$ cat config.mk
export PLATFORM = sky130hd
export DESIGN_NAME = irq_vector_arbiter
export DESIGN_NICKNAME = d
export VERILOG_FILES = /design/src/rtl/vic_pkg.sv /design/src/rtl/vic_pending.sv /design/src/rtl/vic_select.sv /design/src/rtl/irq_vector_arbiter.sv
export SDC_FILE = /design/constraint.sdc
export NUM_CORES = 1
export LEC_CHECK = 0
export BUFFER_PORTS_ARGS = -buffer_cell sky130_fd_sc_hd__buf_2
export CAP_MARGIN = 20
export CELL_PAD_IN_SITES_DETAIL_PLACEMENT = 1
export CELL_PAD_IN_SITES_GLOBAL_PLACEMENT = 1
export CORE_UTILIZATION = 41
export CTS_CLUSTER_SIZE = 25
export DETAILED_ROUTE_END_ITERATION = 10
export GPL_TIMING_DRIVEN = 0
export PLACE_DENSITY_LB_ADDON = 0.1
export RECOVER_POWER = 50
export SLEW_MARGIN = 10
export SYNTH_ARGS = -nofsm -noshare
export SYNTH_HDL_FRONTEND = slang
export SYNTH_SLANG_ARGS = --single-unit
$ cat constraint.sdc
create_clock -name clk -period 27.7 [get_ports clk]
set_clock_uncertainty 0.05 [all_clocks]
set_input_delay 0 -clock clk [delete_from_list [all_inputs] [get_ports clk]]
set_output_delay 0 -clock clk [all_outputs]
set_load 0.01 [all_outputs]
$ cat src/rtl/vic_pkg.sv
package vic_pkg;

    localparam int PRIO_W    = 3;
    localparam int LVL_W     = 4;
    localparam int NUM_TRAP  = 8;

    typedef enum logic [0:0] {
        ST_IDLE  = 1'b0,
        ST_OFFER = 1'b1
    } vic_state_e;

endpackage

$ cat src/rtl/vic_pending.sv
module vic_pending #(
    parameter int WIDTH = 8
) (
    input  logic             clk,
    input  logic             rst_n,
    input  logic [WIDTH-1:0] set_i,
    input  logic [WIDTH-1:0] clr_i,
    output logic [WIDTH-1:0] pend_o
);

    for (genvar g = 0; g < WIDTH; g++) begin : g_flag
        logic flag_q;
        // a new event in the same cycle as its clear is kept
        always_ff @(posedge clk or negedge rst_n) begin
            if (!rst_n) begin
                flag_q <= 1'b0;
            end else begin
                flag_q <= set_i[g] | (flag_q & ~clr_i[g]);
            end
        end
        assign pend_o[g] = flag_q;
    end

endmodule

$ cat src/rtl/vic_select.sv
module vic_select
    import vic_pkg::*;
#(
    parameter int NUM_SRC = 16,
    parameter int IDX_W   = 5
) (
    input  logic [NUM_SRC-1:0]        src_pend_i,
    input  logic [NUM_SRC-1:0]        src_en_i,
    input  logic [NUM_SRC*PRIO_W-1:0] src_prio_i,
    input  logic [NUM_TRAP-1:0]       trap_pend_i,
    input  logic [PRIO_W-1:0]         cpu_level_i,
    output logic                      cand_valid_o,
    output logic [IDX_W-1:0]          cand_idx_o,
    output logic [LVL_W-1:0]          cand_lvl_o
);

    localparam int SRC_IW = (NUM_SRC > 1) ? $clog2(NUM_SRC) : 1;
    localparam int TRP_IW = $clog2(NUM_TRAP);

    logic [PRIO_W-1:0] best_lvl;
    logic [SRC_IW-1:0] best_src;
    logic              trap_hit;
    logic [TRP_IW-1:0] trap_sel;

    // maskable tier: scan downward so the lowest index wins ties
    always_comb begin
        best_lvl = '0;
        best_src = '0;
        for (int i = NUM_SRC - 1; i >= 0; i--) begin
            logic [PRIO_W-1:0] p;
            p = src_prio_i[i*PRIO_W +: PRIO_W];
            if (src_pend_i[i] && src_en_i[i] && (p > cpu_level_i) && (p >= best_lvl)) begin
                best_lvl = p;
                best_src = SRC_IW'(i);
            end
        end
    end

    // trap tier: unmaskable, lowest index wins
    always_comb begin
        trap_hit = 1'b0;
        trap_sel = '0;
        for (int t = NUM_TRAP - 1; t >= 0; t--) begin
            if (trap_pend_i[t]) begin
                trap_hit = 1'b1;
                trap_sel = TRP_IW'(t);
            end
        end
    end

    always_comb begin
        cand_valid_o = trap_hit || (best_lvl != '0);
        if (trap_hit) begin
            cand_idx_o = IDX_W'(trap_sel);
            cand_lvl_o = LVL_W'((2**LVL_W - 1) - int'(trap_sel));
        end else begin
            cand_idx_o = IDX_W'(NUM_TRAP) + IDX_W'(best_src);
            cand_lvl_o = LVL_W'(best_lvl);
        end
    end

endmodule

$ cat src/rtl/irq_vector_arbiter.sv
module irq_vector_arbiter
    import vic_pkg::*;
#(
    parameter int          NUM_SRC  = 16,
    parameter int          ADDR_W   = 24,
    parameter logic [23:0] PRI_BASE = 24'h000004,
    parameter logic [23:0] ALT_BASE = 24'h000104,
    localparam int         IDX_W    = $clog2(NUM_TRAP + NUM_SRC)
) (
    input  logic                      clk,
    input  logic                      rst_n,
    input  logic [NUM_SRC-1:0]        src_raise,
    input  logic [NUM_SRC-1:0]        src_enable,
    input  logic [NUM_SRC*PRIO_W-1:0] src_prio,
    input  logic [NUM_TRAP-1:0]       trap_raise,
    input  logic [PRIO_W-1:0]         cpu_level,
    input  logic                      alt_table,
    input  logic                      irq_ack,
    output logic                      irq_req,
    output logic [IDX_W-1:0]          vec_index,
    output logic [LVL_W-1:0]          vec_level,
    output logic [ADDR_W-1:0]         vec_addr
);

    vic_state_e          state_q, state_d;
    logic [NUM_SRC-1:0]  src_pend, src_clr;
    logic [NUM_TRAP-1:0] trap_pend, trap_clr;
    logic                cand_valid;
    logic [IDX_W-1:0]    cand_idx;
    logic [LVL_W-1:0]    cand_lvl;
    logic [IDX_W-1:0]    win_idx_q;
    logic [LVL_W-1:0]    win_lvl_q;
    logic [ADDR_W-1:0]   win_addr_q;
    logic                retire;
    logic                capture;

    vic_pending #(.WIDTH(NUM_SRC)) u_src_pend (
        .clk(clk), .rst_n(rst_n), .set_i(src_raise), .clr_i(src_clr), .pend_o(src_pend)
    );

    vic_pending #(.WIDTH(NUM_TRAP)) u_trap_pend (
        .clk(clk), .rst_n(rst_n), .set_i(trap_raise), .clr_i(trap_clr), .pend_o(trap_pend)
    );

    vic_select #(.NUM_SRC(NUM_SRC), .IDX_W(IDX_W)) u_select (
        .src_pend_i  (src_pend),
        .src_en_i    (src_enable),
        .src_prio_i  (src_prio),
        .trap_pend_i (trap_pend),
        .cpu_level_i (cpu_level),
        .cand_valid_o(cand_valid),
        .cand_idx_o  (cand_idx),
        .cand_lvl_o  (cand_lvl)
    );

    assign retire  = (state_q == ST_OFFER) && irq_ack;
    assign capture = (state_q == ST_IDLE) && cand_valid;

    // clear vector decoded from the registered winner
    for (genvar g = 0; g < NUM_SRC; g++) begin : g_src_clr
        assign src_clr[g] = retire && (win_idx_q == IDX_W'(NUM_TRAP + g));
    end
    for (genvar g = 0; g < NUM_TRAP; g++) begin : g_trap_clr
        assign trap_clr[g] = retire && (win_idx_q == IDX_W'(g));
    end

    // state register
    always_ff @(posedge clk or negedge rst_n) begin
        if (!rst_n) state_q <= ST_IDLE;
        else        state_q <= state_d;
    end

    // transitions: ARBITRATE / STAY_IDLE / RETIRE / WAIT_ACK
    always_comb begin
        state_d = state_q;
        unique case (state_q)
            ST_IDLE:  if (cand_valid) state_d = ST_OFFER;
            ST_OFFER: if (irq_ack)    state_d = ST_IDLE;
        endcase
    end

    // winner registers, loaded only on ARBITRATE
    always_ff @(posedge clk or negedge rst_n) begin
        if (!rst_n) begin
            win_idx_q  <= '0;
            win_lvl_q  <= '0;
            win_addr_q <= '0;
        end else if (capture) begin
            win_idx_q  <= cand_idx;
            win_lvl_q  <= cand_lvl;
            win_addr_q <= (alt_table ? ADDR_W'(ALT_BASE) : ADDR_W'(PRI_BASE))
                          + (ADDR_W'(cand_idx) << 1);
        end
    end

    // outputs
    always_comb begin
        irq_req   = (state_q == ST_OFFER);
        vec_index = win_idx_q;
        vec_level = win_lvl_q;
        vec_addr  = win_addr_q;
    end

    // ---------------- assertions ----------------
    logic cand_src_ok;
    always_comb begin
        cand_src_ok = 1'b0;
        for (int i = 0; i < NUM_SRC; i++) begin
            if (cand_idx == IDX_W'(NUM_TRAP + i)) cand_src_ok = src_pend[i] & src_enable[i];
        end
    end

    // a maskable candidate is always a pending, enabled source
    p_cand_qualified_r1: assert property (@(posedge clk) disable iff (!rst_n)
        (cand_valid && cand_idx >= IDX_W'(NUM_TRAP)) |-> cand_src_ok);

    // a pending trap always takes the candidate slot
    p_trap_first_r4: assert property (@(posedge clk) disable iff (!rst_n)
        (|trap_pend) |-> (cand_valid && cand_idx < IDX_W'(NUM_TRAP)));

    // offer held until acknowledged
    p_offer_stable_r8: assert property (@(posedge clk) disable iff (!rst_n)
        (irq_req && !irq_ack) |=> (irq_req && $stable(vec_index) && $stable(vec_addr) && $stable(vec_level)));

    // request drops right after an acknowledge
    p_drop_after_ack_r9: assert property (@(posedge clk) disable iff (!rst_n)
        (irq_req && irq_ack) |=> !irq_req);

    // with nothing qualifying, outputs hold
    p_idle_hold_r10: assert property (@(posedge clk) disable iff (!rst_n)
        (!irq_req && !cand_valid) |=> (!irq_req && $stable(vec_index) && $stable(vec_addr)));

endmodule

==> impl_metrics.py <==
metrics = {
    "cells_and_area": {
        "drive_above_1_share": 0.214,
        "final_cells": 972,
        "final_nets": 974,
        "mostFrequentLayoutCell": "buf_2",
        "area_growth_pct": 22.9,
        "final_cell_area_um2": 6620,
        "postLayoutCoreUtil": 0.521,
        "n_antenna_cell": 0,
        "final_cell_mix": "93 x buf_2, 80 x ha_1, 45 x nand2_1",
    },
    "power_and_ir_drop": {
        "power.density_nw_per_um2": 48.9,
        "p_total_w": 0.000324,
        "leakage_nw": 3.02,
        "peakVddDrop_uv": 32.6,
    },
    "placement": {
        "globalplace.congestion": 0.875,
        "port_buffers": 111,
        "dpl.cell_count": 937,
        "dpl_cell_area_um2": 6220,
        "place_hpwl_um": 14300,
    },
    "global_routing": {
        "top_usage_layer": "met2",
        "track_usage": 0.276,
        "gr-usage-met3": 0.0280,
        "grt_use_met2": 0.508,
        "antenna_found_initial": 0,
        "grt-ovfl-total": 0,
        "grt_use_met1": 0.346,
        "grt_pass1_vias": 5821,
        "grt_max_degree": 41,
        "grt_pass1_wl_um": 28900,
    },
    "synth": {
        "synth_compound_area_frac": 0.288,
        "synthCells": 638,
        "ys.flop_type": "dfrtp_1",
        "ys_types": 86,
        "synth-seq-area-share": 0.186,
        "synth_top_family_by_area": "compound AO/OA/AOI/OAI gates",
        "synth_xor_area_frac": 0.00162,
        "avgSynthCellArea_um2": 8.45,
        "synth-seq-cells": 40,
        "synth_edf_count": 0,
        "synthAdderAreaFrac": 0.191,
        "synth.cell_area_um2": 5390,
        "yosys.area_share.simple": 0.226,
        "async_flop_share": 1.00,
        "ys_warn_count": 0,
        "synthMuxAreaShare": 0.0446,
    },
    "detailed_routing": {
        "totalWireLength_um": 18100,
        "vias": 5479,
        "antenna_left": 0,
        "dr.pass1.iters": 4,
        "viasPerCell": 5.64,
        "wl_per_cell_um": 18.6,
        "drcViolationCount": 0,
        "drt_iter0_drc": 253,
    },
    "clock_tree": {
        "numCtsBuffers": 5,
        "clockBufferDepth": 2,
        "cts_tree": "built",
        "h-tree-depth": 2,
        "clock_latency_ns": 0.28,
        "path_clk_slew_ns": 0.06,
        "numClockSinks": 40,
        "cts_root_buf": "clkbuf_16",
    },
    "sta": {
        "relSlewSlack": -0.488,
        "hold_viol_final": 0,
        "tns_ns": 0,
        "final-setup-viol-count": 0,
        "fin_crit_sh": 0.933,
        "drv_slew": 41,
        "rsz0062_at_grt": "false",
        "fmax_ghz": 0.0387,
        "layout_min_cycle_time_ns": 25.85,
        "tightest_slew_ns": 2.23,
    },
    "floorplanning": {
        "initial_core_util": 0.424,
        "ioPinCount": 129,
        "fp.dieW_um": 117,
        "dieArea_um2": 13600,
        "die_y_um": 117,
        "coreArea_um2": 12700,
        "rows": 41,
    },
    "worst_setup_path": {
        "max_stage_delay_ns": 0.63,
        "crit_fanout": 16,
        "end_kind": "flip-flop",
        "slowest_stage": "o221ai_1",
        "worst_r2r_path_depth": 104,
        "crit_required_ns": 27.82,
        "crit_top_cell": "ha_1",
        "critPathLaunchType": "input port",
        "worst-endpoint-arrival_ns": 25.97,
        "critPathKind": "input port to flip-flop",
    },
    "outcome": {
        "violations": "capacitance limit, slew limit",
        "outcome": "finished with violations",
    },
    "job": {
        "drv_cap": 1,
    },
    "hold_path": {
        "hold_path.class": "input port to flip-flop",
        "hold_path_depth": 4,
    },
}
[Yosys cell counts, drive strengths merged (3+ instances only)]
cell / count / area (um2)
a221oi: 4 / 58.8
a21o: 17 / 128
o221ai: 3 / 32.5
nand2b: 34 / 213
nand3: 19 / 95.1
nand2: 45 / 169
a211oi: 8 / 82.6
a2111oi: 3 / 51.3
o2111ai: 5 / 43.8
mux2i: 3 / 33.8
o21a: 13 / 97.6
o21ai: 46 / 241
nand3b: 6 / 45.0
a31oi: 11 / 68.8
o31ai: 7 / 52.6
buf: 20 / 158
and3: 12 / 75.1
mux2: 17 / 206
o31a: 6 / 61.3
a21oi: 36 / 206
nor3: 8 / 40.0
inv: 43 / 164
nor4: 5 / 46.3
clkbuf: 3 / 11.3
nor2b: 21 / 131
nor2: 36 / 135
o211a: 6 / 60.1
or2: 5 / 31.3
dfrtp: 40 / 1000
maj3: 3 / 30.0
o311a: 3 / 41.3
o211ai: 5 / 37.5
or3: 5 / 31.3
ha: 80 / 1000
a211o: 4 / 35.0
and2: 15 / 96.4
[final timing paths]
path / slack, ns / to / start
worst max-delay path: 1.85 / vec_level[2] / cpu_level[2]
worst min-delay path: 0.11 / vec_level[0] / src_prio[3]
worst min register to register: 0.44 / u_src_pend.g_flag[15].flag_q / u_src_pend.g_flag[15].flag_q
min in group asynchronous: 0.86 / vec_addr[2] / rst_n
max in group asynchronous: 25.45 / u_src_pend.g_flag[12].flag_q / rst_n
worst max register to register: 2.41 / vec_level[2] / u_src_pend.g_flag[15].flag_q
[routing by layer]
layer	wire [um]	share of wire
met5	0	0
met4	225	0.012
met3	546	0.030
met2	9100	0.50
met1	8230	0.45
[metrics by stage]
step	setup slack [ns]	hold slack [ns]
global route	0.0453	0.163
finish	1.85	0.110
CTS	1.83	0.107
detailed placement	1.63	0.129
floorplan	5.74	-0.346
global placement	2.35	0.124
[worst max-delay path, delay by kind of cell]
kind | cells | cell delay, ns
buf+inv | 4 | 0.93
compound gates | 38 | 9.05
fa+ha+maj | 19 | 5.71
simple gates | 37 | 6.75
mux | 9 | 3.43
[power breakdown]
part | total [W] | internal, W | switching (W)
registers | 0.0000610 | 0.0000599 | 0.00000116
clock network | 0.0000585 | 0.0000359 | 0.0000225
logic | 0.000205 | 0.0000873 | 0.000117
total | 0.000324 | 0.000183 | 0.000141
[flip-flops by register name, summed over array words and instances (netlist names)]
name and cells:
vec_index 5, u_src_pend.g_flag.flag_q 16, vec_level 4, vec_addr 6, u_trap_pend.g_flag.flag_q 8, irq_req 1
[cell families (layout without fill, tap and decap cells)]
kind of cell | Yosys count | after routing
simple gates | 224 | 224
fa+ha+maj | 83 | 83
buf+inv | 66 | 212
mux | 20 | 20
other cells | 1 | 17
flops | 40 | 40
compound gates | 203 | 203
xor+xnor | 1 | 1
[area by class of cell]
| type | count | area (um2) |
|---|---|---|
| fill | 1605 | 6100 |
| multi-input combinational | 548 | 4120 |
| sequential | 40 | 1000 |
| timing repair buffer | 138 | 803 |
| tap | 172 | 215 |
| inverter | 43 | 171 |
| buffer | 23 | 169 |
| clock buffer | 8 | 146 |
[repair_timing]
action	in CTS	in global routing
setup buffers	0	0
hold endpoints to repair	66	0
endpoints found under the setup margin	0	3
resized for setup	0	2
hold buffers	27	0
Note: power is estimated with default switching activity, not from simulation.
